$ cat src/rtl/tree_recover_pkg.sv
package tree_recover_pkg;
   localparam int PATH_W    = 2;
   localparam int NUM_PATHS = 1 << PATH_W;
   localparam int NUM_HALF  = NUM_PATHS / 2;

   typedef logic [PATH_W-1:0] path_t;

   // branch position codes on miss_pos
   localparam logic POS_FIRST  = 1'b0;
   localparam logic POS_SECOND = 1'b1;
endpackage

$ cat src/rtl/trs_pair_pick.sv
module trs_pair_pick #(
   parameter int CNT_W   = 3,
   parameter bit TIE_LOW = 1'b1
) (
   input  logic [CNT_W-1:0] cnt_lo,
   input  logic [CNT_W-1:0] cnt_hi,
   output logic             pick_hi
);
   generate
      if (CNT_W < 1) begin : g_bad_width
         $error("trs_pair_pick: CNT_W must be at least 1");
      end
      if (TIE_LOW) begin : g_tie_low
         assign pick_hi = (cnt_hi > cnt_lo);
      end else begin : g_tie_high
         assign pick_hi = (cnt_hi >= cnt_lo);
      end
   endgenerate
endmodule

$ cat src/rtl/trs_next_path.sv
module trs_next_path
   import tree_recover_pkg::*;
#(
   parameter int CNT_W   = 3,
   parameter bit TIE_LOW = 1'b1
) (
   input  path_t                      old_path,
   input  logic                       miss_pos,
   input  logic                       taken,
   input  logic [NUM_PATHS*CNT_W-1:0] cnt_vec,
   output path_t                      nxt_path,
   output logic                       nxt_used
);
   logic [NUM_HALF-1:0] half_hi;

   generate
      for (genvar h = 0; h < NUM_HALF; h++) begin : g_half
         trs_pair_pick #(
            .CNT_W  (CNT_W),
            .TIE_LOW(TIE_LOW)
         ) u_pick (
            .cnt_lo (cnt_vec[(2*h)*CNT_W +: CNT_W]),
            .cnt_hi (cnt_vec[(2*h+1)*CNT_W +: CNT_W]),
            .pick_hi(half_hi[h])
         );
      end
   endgenerate

   always_comb begin
      if (miss_pos == POS_SECOND) begin
         nxt_path = {old_path[1], ~old_path[0]};
         nxt_used = 1'b0;
      end else begin
         nxt_path = {taken, half_hi[taken]};
         nxt_used = 1'b1;
      end
   end
endmodule

$ cat src/rtl/tree_recover_sel.sv
module tree_recover_sel
   import tree_recover_pkg::*;
#(
   parameter int CNT_W   = 3,
   parameter bit TIE_LOW = 1'b1
) (
   input  logic                 clk,
   input  logic                 rst_n,
   input  logic                 req_valid,
   input  logic [1:0]           old_path,
   input  logic                 miss_pos,
   input  logic                 taken,
   input  logic [4*CNT_W-1:0]   cnt_vec,
   output logic                 rsp_valid,
   output logic [1:0]           new_path,
   output logic                 table_used
);
   generate
      if (NUM_PATHS != 4) begin : g_bad_paths
         $error("tree_recover_sel: four tree paths expected");
      end
   endgenerate

   path_t nxt_path;
   logic  nxt_used;

   trs_next_path #(
      .CNT_W  (CNT_W),
      .TIE_LOW(TIE_LOW)
   ) u_next (
      .old_path(old_path),
      .miss_pos(miss_pos),
      .taken   (taken),
      .cnt_vec (cnt_vec),
      .nxt_path(nxt_path),
      .nxt_used(nxt_used)
   );

   always_ff @(posedge clk) begin
      if (!rst_n) begin
         rsp_valid  <= 1'b0;
         new_path   <= '0;
         table_used <= 1'b0;
      end else begin
         rsp_valid <= req_valid;
         if (req_valid) begin
            new_path   <= nxt_path;
            table_used <= nxt_used;
         end
      end
   end
endmodule

$ cat config.mk
export PLATFORM = sky130hd
export DESIGN_NAME = tree_recover_sel
export DESIGN_NICKNAME = d
export VERILOG_FILES = /design/src/rtl/tree_recover_pkg.sv /design/src/rtl/trs_pair_pick.sv /design/src/rtl/trs_next_path.sv /design/src/rtl/tree_recover_sel.sv
export SDC_FILE = /design/constraint.sdc
export NUM_CORES = 1
export LEC_CHECK = 0
export ABC_AREA = 1
export BUFFER_PORTS_ARGS = -buffer_cell sky130_fd_sc_hd__clkbuf_2
export CAP_MARGIN = 10
export CORE_AREA = 3 3 40 42
export DETAILED_ROUTE_END_ITERATION = 10
export DIE_AREA = 0 0 43 45
export GPL_TIMING_DRIVEN = 0
export SLEW_MARGIN = 20
export SYNTH_ARGS = -nofsm -noshare
export SYNTH_HDL_FRONTEND = slang
export SYNTH_SLANG_ARGS = --single-unit
$ cat constraint.sdc
create_clock -name clk -period 1.8 [get_ports clk]
set_clock_uncertainty 0.05 [all_clocks]
set_input_delay 0.18 -clock clk [delete_from_list [all_inputs] [get_ports clk]]
set_output_delay 0.18 -clock clk [all_outputs]
set_load 0.02 [all_outputs]
==> impl_metrics.csv <==
group,metric,value,unit
run_status,status,"finished, final reports clean",
synth,ys_warn_count,0,
power_and_ir_drop,peakVddDrop,0.358,mV
power_and_ir_drop,leakage,0.310,nW
setup_path,startpoint_type,"primary input",
synth,ys_ff_latch,4,
clocking,ctsLongestPathBuffers,2,
finish,num-nets-final,100,
floorplan,coreArea,1280,um^2
synth,ys_types,9,
drt,via_per_inst,4.13,
setup_path,reg2reg_from,"new_path[1]",
synth,synth_area_per_cell,6.78,um^2
drt,final_antenna_net_count,0,
clocking,cts_hold_buf,0,
placement,numPortBuffers,22,
drt,drc,0,
global_route,grt_pass1_wl,1.17,mm
setup_path,worstSetupEndpointType,"flop",
placement,pre_cts_slack,0.563,ns
placement,placed_cells,85,
finish,syn_to_final_growth,46.5,%
placement,place.gp.congestion,0.686,
clocking,clock_sinks,4,
min_path,hold_end,"table_used",
drt,drt-initial-drc-count,1,
synth,synth-simple-area-share,20.0,%
drt,wl_per_cell,7.31,um
setup_path,worst_r2r_path_depth,2,
min_path,min_from,"req_valid",
power_and_ir_drop,p_per_area,603,nW/um^2
setup_path,ff2ff_setup_slack,1.14,ns
drt,wirelength,643,um
clocking,post_cts_buffers,0,
clocking,htreeDepth,1,
sta,finalSetupViolCount,0,
clocking,numCtsBuffers,3,
sta,min_period,0.980,ns
global_route,grt_antenna_before_repair,0,
sta,min_period_over_period,54.5,%
finish,layout-drive-gt1-share,37.0,%
setup_path,timing.rr.end,"new_path[1]",
floorplan,start_util,25.3,%
synth,synth-compound-area-share,16.2,%
global_route,grt_pass1_vias,319,
floorplan,pin_count,23,
floorplan,die_area,1940,um^2
synth,synth_xor_area_share,0,%
finish,final_util,37.1,%
floorplan,rows,13,
synth,ys_seq_area_share,24.6,%
finish,fill_cells,153,
synth,synth_top_family_by_area,"adder cells",
sta,tightest_slew,0.143,ns
sta,timing.fmax,1020,MHz
min_path,holdPathStages,2,
sta,finalMaxSlewViolations,0,
finish,fin_cells,88,
floorplan,die_x,43,um
clocking,clockRootBuffer,"clkbuf_4",
sta,setup_ws,0.820,ns
finish,final_cell_mix,"clkbuf_2 (22), inv_1 (14), nand2_1 (10)",
min_path,hold_class,"primary input to flop",
synth,synth_fa_ha_area_share,23.1,%
synth,syn-num-nets,73,
sta,hold_viol,0,
synth,synthMuxAreaShare,0,%
run,drv_cap,0,
clocking,cts_tree,"done",
setup_path,worst-setup-path-type,"primary input to flop",
global_route,grt_use_total,8.25,%
floorplan,die_y,45,um
global_route,grt_max_degree,6,
sta,tns,0,ns
clocking,clk_pin_slew,0.04,ns
sta,rsz0062_at_grt,"no",
setup_path,required,1.88,ns
clocking,clock_latency,0.23,ns
setup_path,critPathMaxFanout,3,
sta,slew_headroom,90.4,%
placement,dp_hpwl,588,um
finish,antenna_cells,0,
global_route,overflow,0,
synth,synthCells,48,
synth,syn_area,325,um^2
clocking,cts_resized,0,
finish,final_common_cell,"clkbuf_2",
drt,first_pass_iters,2,
setup_path,arrival,1.06,ns
drt,vias,363,
[metal layers]
| layer | up-vias | routed length [um] | track usage, % |
|---|---|---|---|
| li1 | 200 | - | - |
| met1 | 144 | 315 | 11.4 |
| met2 | 19 | 242 | 9.88 |
| met3 | 0 | 85 | 1.59 |
| met4 | 0 | 0 | 9.04 |
| met5 | - | 0 | 0 |
[synth_stat cells]
cell / number / area, um^2
inv_1: 14 / 52.6
nand2_1: 10 / 37.5
ha_1: 6 / 75.1
a21oi_1: 5 / 25.0
dfxtp_1: 4 / 80.1
nand3_1: 4 / 20.0
a21oi_2: 2 / 17.5
o21ai_0: 2 / 10.0
nand3b_1: 1 / 7.51
[power by group]
| part | leakage (nW) | switching, mW | internal [mW] |
|---|---|---|---|
| clock | 0.0138 | 0.0344 | 0.0744 |
| combinational | 0.263 | 0.0424 | 0.0385 |
| sequential | 0.0332 | 0.00254 | 0.0952 |
| total | 0.310 | 0.0793 | 0.208 |
[worst max path at each step]
stage / from / endpoint / cells past startpoint
floorplan: cnt_vec[8] / new_path[0] / 8
global placement: cnt_vec[8] / new_path[0] / 9
detailed placement: cnt_vec[8] / new_path[0] / 9
CTS: cnt_vec[8] / new_path[0] / 9
global route: cnt_vec[8] / new_path[0] / 9
finish: cnt_vec[8] / new_path[0] / 9
[flip-flops by register name, indices dropped and copies added (netlist names)]
signal and flops:
new_path 2, rsp_valid 1, table_used 1
[area by class of cell]
cell class | count | area, um^2 | share of cell area (%)
multi-input cells | 30 | 193 | 40.4
inverters | 14 | 52.6 | 11.0
clock buffers | 3 | 22.5 | 4.72
repair buffers | 22 | 110 | 23.1
flip-flops and latches | 4 | 80.1 | 16.8
well taps | 15 | 18.8 | 3.94
[critical path, cell delays in order]
cell and delay, ns:
clkbuf_2 0.07, inv_1 0.03, ha_1 0.31, a21oi_1 0.15, nand2_1 0.06, nand2_1 0.06, nand3_1 0.07, nand2_1 0.07
a21oi_2 0.04
[cell families after synthesis]
group	count (synthesis)
fa+ha+maj	6
compound gates	9
flops	4
simple gates	15
buf+inv	14
[metrics by stage]
stage | hold WS, ns | total power, mW | area (um^2)
after floorplan | 0.219 | 0.146 | 325
after global placement | 0.369 | 0.180 | 454
after detailed placement | 0.373 | 0.182 | 454
after CTS | 0.122 | 0.299 | 477
after global routing | 0.144 | 0.318 | 477
final | 0.132 | 0.287 | 477
Note: power is estimated with default switching activity, not from simulation.
